<file path="config.mk">
export PLATFORM = sky130hd
export DESIGN_NAME = lrc_mlg_decoder
export DESIGN_NICKNAME = d
export VERILOG_FILES = /design/src/rtl/lrc_mlg_decoder.sv
export SDC_FILE = /design/constraint.sdc
export NUM_CORES = 1
export LEC_CHECK = 0
export BUFFER_PORTS_ARGS = -buffer_cell sky130_fd_sc_hd__buf_4
export CAP_MARGIN = 20
export CORE_ASPECT_RATIO = 0.5
export CORE_MARGIN = 2
export CORE_UTILIZATION = 57
export DETAILED_ROUTE_END_ITERATION = 10
export PLACE_DENSITY = 0.8
export SYNTH_ARGS = -nofsm -noshare
export SYNTH_HDL_FRONTEND = slang
export SYNTH_SLANG_ARGS = --single-unit
</file>
<file path="constraint.sdc">
create_clock -name clk -period 0.85 [get_ports clk]
set_clock_uncertainty 0.2 [all_clocks]
set_input_delay 0.1275 -clock clk [delete_from_list [all_inputs] [get_ports clk]]
set_output_delay 0.1275 -clock clk [all_outputs]
set_load 0.01 [all_outputs]
</file>
<file path="src/rtl/lrc_mlg_decoder.sv">
module lrc_mlg_decoder #(
  parameter int SIDE = 4
) (
  input  logic                        clk,
  input  logic                        rst_n,
  input  logic                        in_valid,
  input  logic [SIDE*SIDE*SIDE-1:0]   in_word,
  input  logic [SIDE*SIDE*SIDE-1:0]   in_erase,
  output logic                        out_valid,
  output logic [SIDE*SIDE*SIDE-1:0]   out_word,
  output logic                        out_fix,
  output logic                        out_fail
);
  localparam int N    = SIDE * SIDE * SIDE;
  localparam int AXES = 3;
  localparam int CW   = $clog2(AXES + 2);

  logic [N-1:0] nxt_word;
  logic [N-1:0] nxt_fail;

  function automatic logic [1:0] line_vote(input logic [N-1:0] w, input logic [N-1:0] e,
                                           input int base, input int stride, input int skip);
    logic p;
    logic x;
    p = 1'b0;
    x = 1'b0;
    for (int k = 0; k < SIDE; k++) begin
      if (k != skip) begin
        p = p ^ w[base + k * stride];
        x = x | e[base + k * stride];
      end
    end
    return {x, p};
  endfunction

  for (genvar gz = 0; gz < SIDE; gz++) begin : g_z
    for (genvar gy = 0; gy < SIDE; gy++) begin : g_y
      for (genvar gx = 0; gx < SIDE; gx++) begin : g_x
        localparam int B = gx + SIDE * gy + SIDE * SIDE * gz;
        logic [AXES-1:0] est;
        logic [AXES-1:0] abst;
        logic [AXES:0]   vld;
        logic [AXES:0]   val;
        logic [CW-1:0]   ones;
        logic [CW-1:0]   tot;

        for (genvar a = 0; a < AXES; a++) begin : g_axis
          localparam int STRIDE = (a == 0) ? 1 : (a == 1) ? SIDE : SIDE * SIDE;
          localparam int POS    = (a == 0) ? gx : (a == 1) ? gy : gz;
          logic [1:0] lv;
          assign lv      = line_vote(in_word, in_erase, B - POS * STRIDE, STRIDE, POS);
          assign est[a]  = lv[0];
          assign abst[a] = lv[1];
        end

        assign vld  = {~in_erase[B], ~abst};
        assign val  = {in_word[B], est};
        assign ones = CW'($countones(vld & val));
        assign tot  = CW'($countones(vld));

        assign nxt_fail[B] = (tot == '0);
        assign nxt_word[B] = (tot == '0)                    ? 1'b0 :
                             ({ones, 1'b0} > {1'b0, tot})   ? 1'b1 :
                             ({ones, 1'b0} < {1'b0, tot})   ? 1'b0 :
                                                              in_word[B];
      end
    end
  end

  always_ff @(posedge clk or negedge rst_n) begin
    if (!rst_n) begin
      out_valid <= 1'b0;
      out_word  <= '0;
      out_fix   <= 1'b0;
      out_fail  <= 1'b0;
    end else begin
      out_valid <= in_valid;
      if (in_valid) begin
        out_word <= nxt_word;
        out_fix  <= |(nxt_word ^ in_word);
        out_fail <= |nxt_fail;
      end
    end
  end
endmodule

</file>
==> results summary, run 1 <==
The post-place setup slack came out at -3880 ps. The flow did not finish. The I/O pin total is 198. The cell sitting at the root of the clock tree is a sky130_fd_sc_hd__clkbuf_16. The average cell area after synthesis came out at 8.20 um^2.

The largest total area in the synthesized netlist belongs to sky130_fd_sc_hd__ha_1. In the synthesized netlist the dominant register cell turns out to be sky130_fd_sc_hd__dfrtp_1. In the synthesized netlist, the number of instances is 2546. The post-synthesis sequential element count came out at 67. The share of the synthesized area in the top cell type came out at 21.0%.

The number of CTS-inserted buffers is 9. It got as far as clock tree synthesis (4_1_cts) and failed there. Yosys mapped a number of flops with a built-in enable equal to 0.

Summing every instance area after synthesis gives 20900 um^2. The instance count after placement with tap cells included came out at 3937. Synthesis produced a netlist with a net count of 3209. No sink is reached through more buffers than the 2 on the longest clock path. The global placer's final weighted congestion is 1.21. The die is 275 um wide. In this run the tool buffered the top-level ports with 197 buffer cells. Yosys mapped the design onto 59 distinct sky130hd cell types. The half-perimeter wire length after detailed placement is 95000 um. The tool reported: "[ERROR DPL-0038] Utilization greater than 100%, impossible to legalize". The initial utilization of the core area, before any placement, comes to 58.0%.

The height of the die is 139 um. The floorplan row count came out at 49. The number of buffers inserted to repair setup after CTS came out at 174. The number of buffers inserted for hold repair after clock tree synthesis is 1. The H-tree was split into 3 levels. The async set-reset flop share out of synthesis came out at 100%. For this design, the sink count on the clock tree is 67.

In the post-synthesis netlist, the biggest area contributors are sky130_fd_sc_hd__ha_1 21%, sky130_fd_sc_hd__fa_1 17%, sky130_fd_sc_hd__dfrtp_1 8.0%, sky130_fd_sc_hd__xnor2_1 6.9%, sky130_fd_sc_hd__inv_1 6.6%. The number of gates resized after CTS was 890. The sequential fraction of the synthesis area came out at 8.03%. Yosys printed 0 warnings.
-- kinds of logic after synthesis --
| kind of cell | share of synthesized area, % |
|---|---|
| xor+xnor | 12.4 |
| simple gates | 20.8 |
| flops | 8.03 |
| buf+inv | 9.16 |
| compound gates | 8.98 |
| mux | 2.24 |
| fa+ha+maj | 38.4 |
-- metrics by stage --
step	hold WS (ps)	utilization [%]	area, um^2	TNS, ps
after detailed placement	-225	85.9	30900	-172430
after global placement	-229	85.9	30900	-166710
after floorplan	-368	-	23600	-134220
-- synth_stat cells (5+ instances only) --
master	count
sky130_fd_sc_hd__inv_1	367
sky130_fd_sc_hd__a221oi_1	13
sky130_fd_sc_hd__a32oi_1	9
sky130_fd_sc_hd__a2bb2oi_1	9
sky130_fd_sc_hd__xor2_1	131
sky130_fd_sc_hd__a211oi_1	5
sky130_fd_sc_hd__a21o_1	6
sky130_fd_sc_hd__a31oi_1	21
sky130_fd_sc_hd__a2111oi_0	9
sky130_fd_sc_hd__nor4_1	24
sky130_fd_sc_hd__nand2b_1	54
sky130_fd_sc_hd__a22oi_1	13
sky130_fd_sc_hd__dfrtp_1	67
sky130_fd_sc_hd__nor2_1	217
sky130_fd_sc_hd__a22o_1	7
sky130_fd_sc_hd__or2_2	7
sky130_fd_sc_hd__and2_1	94
sky130_fd_sc_hd__nand3_1	15
sky130_fd_sc_hd__xnor2_1	164
sky130_fd_sc_hd__o21ai_0	57
sky130_fd_sc_hd__inv_2	5
sky130_fd_sc_hd__or3_1	106
sky130_fd_sc_hd__nor2b_1	74
sky130_fd_sc_hd__o21ai_1	11
sky130_fd_sc_hd__a21oi_1	43
sky130_fd_sc_hd__a311oi_1	6
sky130_fd_sc_hd__nand4_1	13
sky130_fd_sc_hd__nand2_1	43
sky130_fd_sc_hd__o31a_1	14
sky130_fd_sc_hd__mux2_2	38
sky130_fd_sc_hd__fa_1	182
sky130_fd_sc_hd__ha_1	350
sky130_fd_sc_hd__nor4b_1	9
sky130_fd_sc_hd__o31ai_1	12
sky130_fd_sc_hd__o211ai_1	7
sky130_fd_sc_hd__clkbuf_1	128
sky130_fd_sc_hd__nor3_1	163
==> run 2, diff against run 1 <==
Settings changed: CORE_ASPECT_RATIO 0.5 to unset, CORE_UTILIZATION 57 to 40, PLACE_DENSITY 0.8 to unset, PLACE_DENSITY_LB_ADDON set to 0.15.
Clock period 0.85 ns to 1.1 ns, I/O delays scaled along.
==> results summary, run 2 <==
Status: finished with violations (was did not finish). The final reports fail on negative setup slack. STA classifies the critical path startpoint as a primary input.

The number of CTS-inserted buffers is 9 (unchanged). The max-slew headroom at the worst pin is 33.3%. The starting density of the core came to 40.6% (was 58.0%). The capturing element of the worst setup path is out_fix. The count of flip-flops with a built-in enable after synthesis is 0 (unchanged).

The fraction of final layout cells with drive strength greater than 1 is 58.3%. The via count of the first global-routing pass came to 25700. The worst register-to-register path has a setup slack of -130 ps.

The register with the most flip-flops in the layout has 64 of them. The number of hold-slack violations in the final timing report came out at 0. The netlist area before placement is 20900 um^2 (unchanged). The top cell types in the final layout, fill and taps aside, are 878 x sky130_fd_sc_hd__buf_4, 305 x sky130_fd_sc_hd__inv_1, 228 x sky130_fd_sc_hd__buf_6. The worst hold margin came out at 59.2 ps.

The worst register-to-register path begins at out_word[52]. The first global-routing pass estimated 173000 um of wire. The number of buffers between clock root and the deepest sink was 2 (unchanged). The number of iterations in the first detailed-routing pass is 5. The power per cell area came out at 876 nW/um^2. The total die area is 54100 um^2. Setup slack on the critical path of the routed design comes to -3040 ps. The count of buffers inserted at the top-level ports came out at 197 (unchanged). The share of the synthesized area in the top cell type came out at 21.0% (unchanged). The peak clock frequency supported by timing is 241 MHz. TritonCTS built the clock tree.

Measured in cells, the most critical reg-to-reg path has a length of 3. The total routed wirelength came out at 125000 um. IR analysis of the VDD net gives a maximum drop of 790 uV. The total nets after synthesis is 3209 (unchanged).

The critical path in this run is classified as in2reg. The floorplan row count came to 83 (was 49). Cell types with the highest counts after synthesis: 367 x sky130_fd_sc_hd__inv_1, 350 x sky130_fd_sc_hd__ha_1, 217 x sky130_fd_sc_hd__nor2_1, 182 x sky130_fd_sc_hd__fa_1, 164 x sky130_fd_sc_hd__xnor2_1 (unchanged). The core area came out at 51500 um^2. The analysis attributes to cell leakage a power of 18.1 nW. The library cell with the largest summed area after synthesis is sky130_fd_sc_hd__ha_1 (unchanged). The final setup TNS is -139650 ps.

The max-cap check violation count is 0. The count of mapped cells out of synthesis is 2546 (unchanged). The total global routing overflow is 0.

The half-perimeter wire length after detailed placement came out at 101000 um (was 95000 um). Leaving out fill and tap cells, the most frequent cell in the layout is sky130_fd_sc_hd__buf_4. The most flop-heavy register is out_word. The worst register-to-register path ends at out_word[52]. The number of setup violations in the final report came out at 133. The arrival time of data at the critical path endpoint came out at 4220 ps. The H-tree depth is 3 (unchanged). After layout, the minimum clock period comes to 4140 ps. The sequential fraction of the synthesis area came out at 8.03% (unchanged). The data required time at the worst endpoint came out at 1180 ps. Top post-synthesis cells by area: sky130_fd_sc_hd__ha_1 21%, sky130_fd_sc_hd__fa_1 17%, sky130_fd_sc_hd__dfrtp_1 8.0%, sky130_fd_sc_hd__xnor2_1 6.9%, sky130_fd_sc_hd__inv_1 6.6% (unchanged). The width of the chip came out at 233 um (was 275 um). The global-route total usage across every layer came out at 45.2%.

Summing all flip-flop and latch instances after layout gives 1680 um^2. The yosys synthesis warning count came out at 0 (unchanged). The post-synthesis sequential element count is 67 (unchanged).

The clock root buffer master is sky130_fd_sc_hd__clkbuf_16 (unchanged). The layout overhead on the synthesized area came out at 85.0%. The overall via count from detail_route came out at 24800.

The number of clock sinks came out at 67 (unchanged). The design draws 33.8 mW. For the pin with the worst max-slew slack, the measured transition is 998 ps. The instance count after placement with tap cells included came to 4144 (was 3937).

Fill cells in the final layout number 3552. In the routed design, unresolved DRC markers number 0. In this run the worst hold path is classified as in2reg.

The initial antenna violation count came out at 5. The most common flop cell mapped by yosys is sky130_fd_sc_hd__dfrtp_1 (unchanged). The average wire per cell in the routed design is 29.0 um.

Clock-pin slew was measured on the worst setup and hold paths at 70 ps. For this run, the number of standard cells in the final layout without fillers is 4324. The average cell area after synthesis came to 8.20 um^2 (unchanged). The async set-reset flop share out of synthesis is 100% (unchanged). The I/O pin total was 198 (unchanged). The detailed-route vias per instance is 5.74. The global placer's final weighted congestion is 1.10 (was 1.21).

The most frequent cell after synthesis is sky130_fd_sc_hd__inv_1 (unchanged). The total area of multi-input combinational cells came out at 23300 um^2. The fraction of the cycle the final worst path needs came out at 377%.

The worst setup path is captured at a flip-flop. The post-detailed-route count of antenna-violating nets came out at 0. The violation count after the first detailed-route iteration is 2445.

The net count of the finished layout is 4302. The maximum fanout along the worst path is 2. The critical path starts at in_word[10].

The height of the die is 233 um (was 139 um). The total count of max-transition violations in the final report is 0. The count of cell types in the netlist is 59 (unchanged). The clock latency on the worst-skew pair is 410 ps. Setup repair after global routing could not meet its margin everywhere. The largest net degree at the start of global routing came out at 39.
## run 2: what timing repair did
action / CTS / global route
setup endpoints to repair: 133 / 133
resized for setup: 762 / 433
endpoints found under the hold margin: 67 / 0
buffers inserted: 139 / 81
hold buffers: 1 / 0
pin swaps: 365 / 305
## run 2: stage by stage
step	instance area, um^2	util, %	worst slack [ps]
2_1_floorplan	23600	-	-2840
3_3_place_gp	31200	60.6	-3980
3_5_place_dp	31200	60.6	-3980
4_1_cts	36100	70.1	-2960
5_1_grt	38600	75.0	-3060
6_report	38700	75.0	-3040
## run 2: cell type report
cell class | count | share of cell area, %
multi-input combinational | 1970 | 60.4
timing repair buffer | 1216 | 28.7
sequential | 67 | 4.34
inverter | 375 | 3.70
tap | 680 | 2.20
clock buffer | 13 | 0.647
antenna | 3 | 0.0194
## run 2: logic make-up after synthesis
family / synth area share (%)
AOI/OAI and AO/OA: 8.98
xor gates and xnor gates: 12.4
adders and majority gates: 38.4
buffers and inverters: 9.16
DFF: 8.03
muxes: 2.24
and+or+nand+nor: 20.8
## run 2: worst min-delay path by stage
stage / startpoint / to / cells past startpoint
after floorplan: rst_n / out_fail / 0
after CTS: in_word[54] / out_word[54] / 4
after detailed placement: rst_n / out_word[57] / 2
final: in_valid / out_valid / 2
after global placement: rst_n / out_word[57] / 2
after global routing: in_valid / out_valid / 2
## run 2: critical path, cell delays in order
cell and delay [ps]:
sky130_fd_sc_hd__buf_12 120, sky130_fd_sc_hd__xor2_4 230, sky130_fd_sc_hd__buf_6 150, sky130_fd_sc_hd__xor2_4 190, sky130_fd_sc_hd__and2_4 190, sky130_fd_sc_hd__ha_4 200, sky130_fd_sc_hd__ha_4 150, sky130_fd_sc_hd__fa_1 470
sky130_fd_sc_hd__ha_1 320, sky130_fd_sc_hd__a32oi_1 300, sky130_fd_sc_hd__a2bb2oi_2 230, sky130_fd_sc_hd__xnor2_2 140, sky130_fd_sc_hd__buf_4 160, sky130_fd_sc_hd__nand4_1 230, sky130_fd_sc_hd__or4_4 500, sky130_fd_sc_hd__nor4_4 300
sky130_fd_sc_hd__a31oi_1 140
## run 2: power by group
group          switching [mW]  internal [mW]
sequential              0.568           3.12
combinational            13.4           13.6
clock                    1.54           1.56
## run 2: layer usage
layer  GRT usage, %  share of wire [%]  vias up
met3           10.5                 10      536
met1           55.1                 37    12300
li1               -                  -    10600
met2           69.2                 43     1474
met5              0              0.011        -
met4           34.5                9.8        2
(Power assumes the default switching activity.)
